**src/rtl/oc_chan_pkg.sv**
```systemverilog
package oc_chan_pkg;
  localparam logic [3:0] MODE_OFF    = 4'h0;
  localparam logic [3:0] MODE_TOGGLE = 4'h5;
  localparam logic [3:0] MODE_PULSE  = 4'hF;

  localparam int CTL_W       = 8;
  localparam int BIT_MODE_LO = 2;
  localparam int BIT_IE      = 6;
  localparam int BIT_FLAG    = 7;

  typedef struct packed {
    logic       flag;
    logic       ie;
    logic [3:0] mode;
  } ctl_t;

  // Next pin value for a given mode, present pin level and match pulse.
  function automatic logic next_pin(input logic [3:0] mode, input logic pin,
                                    input logic hit);
    case (mode)
      MODE_OFF:    return 1'b0;
      MODE_TOGGLE: return pin ^ hit;
      MODE_PULSE:  return hit;
      default:     return pin;
    endcase
  endfunction

  function automatic logic [CTL_W-1:0] pack_ctl(input ctl_t c);
    return {c.flag, c.ie, c.mode, 2'b00};
  endfunction
endpackage

```
**src/rtl/oc_ctl_reg.sv**
```systemverilog
module oc_ctl_reg
  import oc_chan_pkg::*;
(
  input  logic             clk,
  input  logic             rst_n,
  input  logic             wr,
  input  logic [CTL_W-1:0] wdata,
  input  logic             match,
  output ctl_t             ctl
);
  logic clr_req;
  assign clr_req = wr && wdata[BIT_FLAG];

  always_ff @(posedge clk) begin
    if (!rst_n) begin
      ctl <= '0;
    end else begin
      if (wr) begin
        ctl.mode <= wdata[BIT_MODE_LO +: 4];
        ctl.ie   <= wdata[BIT_IE];
      end
      if (match)        ctl.flag <= 1'b1;
      else if (clr_req) ctl.flag <= 1'b0;
    end
  end

  // the flag only rises on the edge that ends a match cycle
  p_flag_from_match_r3: assert property (@(posedge clk) disable iff (!rst_n)
    $rose(ctl.flag) |-> $past(match));
  // a clearing write with no match leaves the flag low
  p_flag_clear_r3: assert property (@(posedge clk) disable iff (!rst_n)
    (clr_req && !match) |=> !ctl.flag);
endmodule

```
**src/rtl/oc_cmp_store.sv**
```systemverilog
module oc_cmp_store #(
  parameter int CW = 31,
  parameter int DW = 32
) (
  input  logic          clk,
  input  logic          rst_n,
  input  logic          wr,
  input  logic [DW-1:0] wdata,
  input  logic          armed,
  input  logic          match,
  output logic [CW-1:0] act,
  output logic          buf_full
);
  logic [CW-1:0] nxt;
  logic          load_act, load_buf;

  assign load_act = wr && !armed;
  assign load_buf = wr && armed;

  always_ff @(posedge clk) begin
    if (!rst_n) begin
      act      <= '0;
      nxt      <= '0;
      buf_full <= 1'b0;
    end else begin
      if (load_act) begin
        act      <= wdata[CW-1:0];
        buf_full <= 1'b0;
      end else begin
        if (match && buf_full) act <= nxt;
        if (load_buf) begin
          nxt      <= wdata[CW-1:0];
          buf_full <= 1'b1;
        end else if (match) begin
          buf_full <= 1'b0;
        end
      end
    end
  end

  // a match with a queued value promotes it
  p_promote_r7: assert property (@(posedge clk) disable iff (!rst_n)
    (match && buf_full && !wr) |=> (act == $past(nxt)) && !buf_full);
  // an armed write never disturbs the active value without a match
  p_armed_write_r6: assert property (@(posedge clk) disable iff (!rst_n)
    (load_buf && !match) |=> $stable(act));
  // a disarmed write lands in the active stage
  p_direct_load_r5: assert property (@(posedge clk) disable iff (!rst_n)
    load_act |=> (act == $past(wdata[CW-1:0])) && !buf_full);
endmodule

```
**src/rtl/oc_match_pin.sv**
```systemverilog
module oc_match_pin
  import oc_chan_pkg::*;
#(
  parameter int CW = 31
) (
  input  logic          clk,
  input  logic          rst_n,
  input  logic [CW-1:0] cnt,
  input  logic [CW-1:0] act,
  input  logic [3:0]    mode,
  output logic          match,
  output logic          pin
);
  logic eq, eq_q;

  assign eq    = (mode != MODE_OFF) && (cnt == act);
  assign match = eq && !eq_q;

  always_ff @(posedge clk) begin
    if (!rst_n) begin
      eq_q <= 1'b0;
      pin  <= 1'b0;
    end else begin
      eq_q <= eq;
      pin  <= next_pin(mode, pin, match);
    end
  end

  // toggle mode inverts the pin on each match
  p_toggle_r10: assert property (@(posedge clk) disable iff (!rst_n)
    (mode == MODE_TOGGLE && match) |=> pin != $past(pin));
  // pulse mode gives one high cycle
  p_pulse_hi_r11: assert property (@(posedge clk) disable iff (!rst_n)
    (mode == MODE_PULSE && match) |=> pin);
  p_pulse_lo_r11: assert property (@(posedge clk) disable iff (!rst_n)
    (mode == MODE_PULSE && !match) |=> !pin);
  // a counter parked on the compare value does not match twice
  p_single_hit_r13: assert property (@(posedge clk) disable iff (!rst_n)
    match |=> ($stable(cnt) |-> !match));
  // no match while disabled
  p_quiet_off_r8: assert property (@(posedge clk) disable iff (!rst_n)
    (mode == MODE_OFF) |-> !match);
endmodule

```
**src/rtl/oc_compare_chan.sv**
```systemverilog
module oc_compare_chan
  import oc_chan_pkg::*;
#(
  parameter int CW = 31,
  parameter int DW = 32
) (
  input  logic             clk,
  input  logic             rst_n,
  input  logic [CW-1:0]    cnt_in,
  input  logic             ctl_wr,
  input  logic [CTL_W-1:0] ctl_wdata,
  output logic [CTL_W-1:0] ctl_rdata,
  input  logic             cmp_wr,
  input  logic [DW-1:0]    cmp_wdata,
  output logic [DW-1:0]    cmp_rdata,
  output logic             pin_out,
  output logic             irq
);
  ctl_t          ctl;
  logic          match;
  logic [CW-1:0] act;
  logic          buf_full;
  logic          armed;

  assign armed = (ctl.mode != MODE_OFF);

  oc_ctl_reg u_ctl (
    .clk(clk), .rst_n(rst_n), .wr(ctl_wr), .wdata(ctl_wdata),
    .match(match), .ctl(ctl)
  );

  oc_cmp_store #(.CW(CW), .DW(DW)) u_store (
    .clk(clk), .rst_n(rst_n), .wr(cmp_wr), .wdata(cmp_wdata),
    .armed(armed), .match(match), .act(act), .buf_full(buf_full)
  );

  oc_match_pin #(.CW(CW)) u_hit (
    .clk(clk), .rst_n(rst_n), .cnt(cnt_in), .act(act), .mode(ctl.mode),
    .match(match), .pin(pin_out)
  );

  assign ctl_rdata = pack_ctl(ctl);
  assign cmp_rdata = DW'(act);
  assign irq       = ctl.flag & ctl.ie;

  // disabling write drops the pin within one further cycle
  p_disable_r12: assert property (@(posedge clk) disable iff (!rst_n)
    (ctl_wr && ctl_wdata == '0) |=> ##1 !pin_out);
endmodule

```
**config.mk**
```make
export PLATFORM = sky130hd
export DESIGN_NAME = oc_compare_chan
export DESIGN_NICKNAME = d
export VERILOG_FILES = /design/src/rtl/oc_chan_pkg.sv /design/src/rtl/oc_ctl_reg.sv /design/src/rtl/oc_cmp_store.sv /design/src/rtl/oc_match_pin.sv /design/src/rtl/oc_compare_chan.sv
export SDC_FILE = /design/constraint.sdc
export NUM_CORES = 1
export LEC_CHECK = 0
export BUFFER_PORTS_ARGS = -buffer_cell sky130_fd_sc_hd__buf_4
export CORE_AREA = 3 3 102 85
export CTS_CLUSTER_DIAMETER = 120
export DETAILED_ROUTE_END_ITERATION = 8
export DIE_AREA = 0 0 105 88
export PLACE_DENSITY = 0.73
export SYNTH_ARGS = -nofsm -noshare
export SYNTH_HDL_FRONTEND = slang
export SYNTH_SLANG_ARGS = --single-unit
export TNS_END_PERCENT = 10
```
**constraint.sdc**
```tcl
create_clock -name clk -period 1.95 [get_ports clk]
set_input_delay 0.39 -clock clk [delete_from_list [all_inputs] [get_ports clk]]
set_output_delay 0.39 -clock clk [all_outputs]
set_load 0.01 [all_outputs]
```
==> flow_metrics.env <==
export IMPL_criticalPathCategory="flip-flop to flip-flop"
export IMPL_post_synth_top_count_cell="nand2_1"
export IMPL_maxSlewViolCount=0
export IMPL_grt_pass1_wl_um=19500
export IMPL_tightest_slew_ns=0.705
export IMPL_total_power_mw=3.88
export IMPL_setup_slack_ns=-0.308
export IMPL_drt_pre_antenna_iters=5
export IMPL_maxCapViolations=0
export IMPL_hold_violations=0
export IMPL_powerDensity_nw_per_um2=699
export IMPL_drive_gt1_frac=0.420
export IMPL_remaining_drc_errors=0
export IMPL_dpl_hpwl_um=7850
export IMPL_num_vias=4140
export IMPL_crit_chain="xnor2_2, nand4_1, or4_4, bufbuf_16, or4_4, a31oi_1"
export IMPL_dieArea_um2=9240
export IMPL_fp_dieH_um=88
export IMPL_yosysTopAreaCell="dfxtp_1"
export IMPL_timing_setup_tns_ns=-6.86
export IMPL_netlist_area_um2=3530
export IMPL_h_tree_depth=3
export IMPL_synth_top_area_frac=0.403
export IMPL_antenna_found_initial=0
export IMPL_cp_end_kind="flip-flop"
export IMPL_crit_top_cell="or4_4"
export IMPL_cts_sinks=71
export IMPL_multi_input_area_um2=2140
export IMPL_slowest_delay_ns=0.51
export IMPL_wirelength_um=12900
export IMPL_start_kind="flip-flop"
export IMPL_cts_buffers=9
export IMPL_crit_slowest_cell="or4_4"
export IMPL_clkTransAtPathRegs_ns=0.08
export IMPL_yosys_warnings=0
export IMPL_core_area_um2=7760
export IMPL_wl_per_cell_um=18.2
export IMPL_port_buffers=110
export IMPL_syn2layout_area_growth_pct=57.3
export IMPL_clockBufferDepth=2
export IMPL_cts_hold_buffers_added=0
export IMPL_syn_avg_cell_area_um2=7.86
export IMPL_synth_ff_type="dfxtp_1"
export IMPL_cts_tree="built"
export IMPL_max_clock_freq_ghz=0.443
export IMPL_grt_max_degree=45
export IMPL_synth_distinct_cells=33
export IMPL_initial_utilization=0.455
export IMPL_drt_iter0_drc=328
export IMPL_ir_worst_vdd_mv=0.482
export IMPL_setup_viol=31
export IMPL_synth_async_reset_ratio=0
export IMPL_grt_setup_unrepaired="yes"
export IMPL_fin_nets=673
export IMPL_synth_top_cells_by_count="95 x nand2_1, 71 x dfxtp_1, 38 x clkbuf_1"
export IMPL_leakage_nw=2.26
export IMPL_crit_arrival_ns=2.52
export IMPL_stdcell_count=711
export IMPL_regArea_um2=1440
export IMPL_cp_data_required_time_ns=2.22
export IMPL_ioPinCount=117
export IMPL_finalCritPeriodShare=1.16
export IMPL_final_setup_skew_ns=0.00657
export IMPL_clk_latency_ns=0.35
export IMPL_syn_inst=449
export IMPL_clk_root_buffer_cell="clkbuf_8"
export IMPL_slew_headroom=0.529
export IMPL_numPlacedInstances=684
export IMPL_ys_ff_latch=71
export IMPL_die_width_um=105
export IMPL_synth_edf_count=0
export IMPL_hp_class="input port to flip-flop"
export IMPL_fin_crit_ns=2.26
export IMPL_fillCellCount=598
export IMPL_failed_checks="negative setup slack"
export IMPL_rows=29
export IMPL_gr_usage_all_layers=0.267
export IMPL_final_util=0.715
export IMPL_cp_max_fo=14
export IMPL_grt_pass1_vias=3808
export IMPL_grt_overflow=0
export IMPL_ant_nets=0
export IMPL_n_antenna_cell=0
export IMPL_synth_area_leaders="dfxtp_1 40%, nand2_1 10%, or4_1 7.0%"
export IMPL_outcome="finished with violations"
export IMPL_gp_congestion=0.823
export IMPL_seq_area_frac_synth=0.403
export IMPL_drt_vias_per_instance=5.82
## cells in the final DEF (no fill, tap or decap), types with 2 or more instances in the layout
cell        instances
o31ai_2             7
inv_1               2
mux2i_1             5
o31ai_1            20
buf_12              5
or4_4              15
nand3_1             3
o31ai_4             4
bufbuf_16           4
a31oi_1            31
nand2_1            94
a21oi_1            33
clkbuf_8           11
nor4_2              6
o21ai_0            31
buf_4             166
buf_6               6
conb_1              3
clkinvlp_4          2
nor2_1              6
nor3_1              3
or4_1              18
bufinv_16           2
dfxtp_1            58
xnor2_1             9
xor2_1             18
nand4_1             7
dfxtp_2            13
xnor2_2             5
buf_16              2
## flip-flops by register name (all words and copies together) (netlist names)
register          flops
u_store.act          31
u_store.buf_full      1
u_hit.eq_q            1
u_store.nxt          31
u_hit.pin             1
u_ctl.ctl             6
## path summary, 6_finish.rpt
path                         from         endpoint  slack (ns)  depth (start not counted)
hold reg to reg   u_store.nxt[17]  u_store.nxt[17]        0.46                          2
setup reg to reg  u_store.act[10]  u_store.act[12]       -0.31                          6
setup / recovery  u_store.act[10]  u_store.act[12]       -0.31                          6
hold / removal       ctl_wdata[2]     u_ctl.ctl[0]        0.27                          3
## cell type report
type | count | share of cell area
Sequential cell | 71 | 0.259
Tap cell | 108 | 0.0243
Multi-Input combinational cell | 331 | 0.386
Clock inverter | 5 | 0.0144
Clock buffer | 11 | 0.0273
Timing Repair Buffer | 183 | 0.288
Inverter | 2 | 0.00135
## report_power, final
group	switching (mW)	internal, mW
sequential	0.0732	1.56
combinational	0.436	0.446
clock	0.578	0.788
total	1.09	2.80
## worst max-delay path: cells and delay by family, from the launching register on
kind / cells / cell delay (ns)
AND/OR/NAND/NOR: 3 / 1.09
flip-flops: 1 / 0.34
buffers and inverters: 1 / 0.32
XOR/XNOR: 1 / 0.21
AO/OA/AOI/OAI: 1 / 0.21
## cell families after synthesis
kind of cell           Yosys count  synth area share
buffers and inverters           49            0.0585
flip-flops                      71             0.403
other                            1           0.00106
multiplexers                     5            0.0142
AO/OA/AOI/OAI                  130             0.221
XOR/XNOR                        32            0.0794
AND/OR/NAND/NOR                161             0.223
## through the flow
stage	worst slack, ns	hold WS (ns)	cell area [um2]
after floorplan	-0.0614	0.437	3580
after global placement	-0.387	0.442	4820
after detailed placement	-0.461	0.447	4820
after CTS	-0.195	0.260	5410
after global routing	-0.347	0.283	5560
final	-0.308	0.270	5560
## layer usage
layer / wire (um) / vias to the layer above / track usage / share of wire
met5: 0 / - / 0 / 0
met2: 6020 / 273 / 0.440 / 0.46
met1: 5420 / 1919 / 0.353 / 0.42
li1: - / 1921 / - / -
met3: 1280 / 27 / 0.0656 / 0.098
met4: 227 / 0 / 0.0751 / 0.018
## repair_timing
item                       in CTS  in global routing
gates cloned                    6                  0
setup endpoints to repair      37                 50
pin swaps                      19                 22
setup buffers                   5                  0
gates resized for setup        28                 32
No activity file was read; power rests on OpenSTA's default activity.
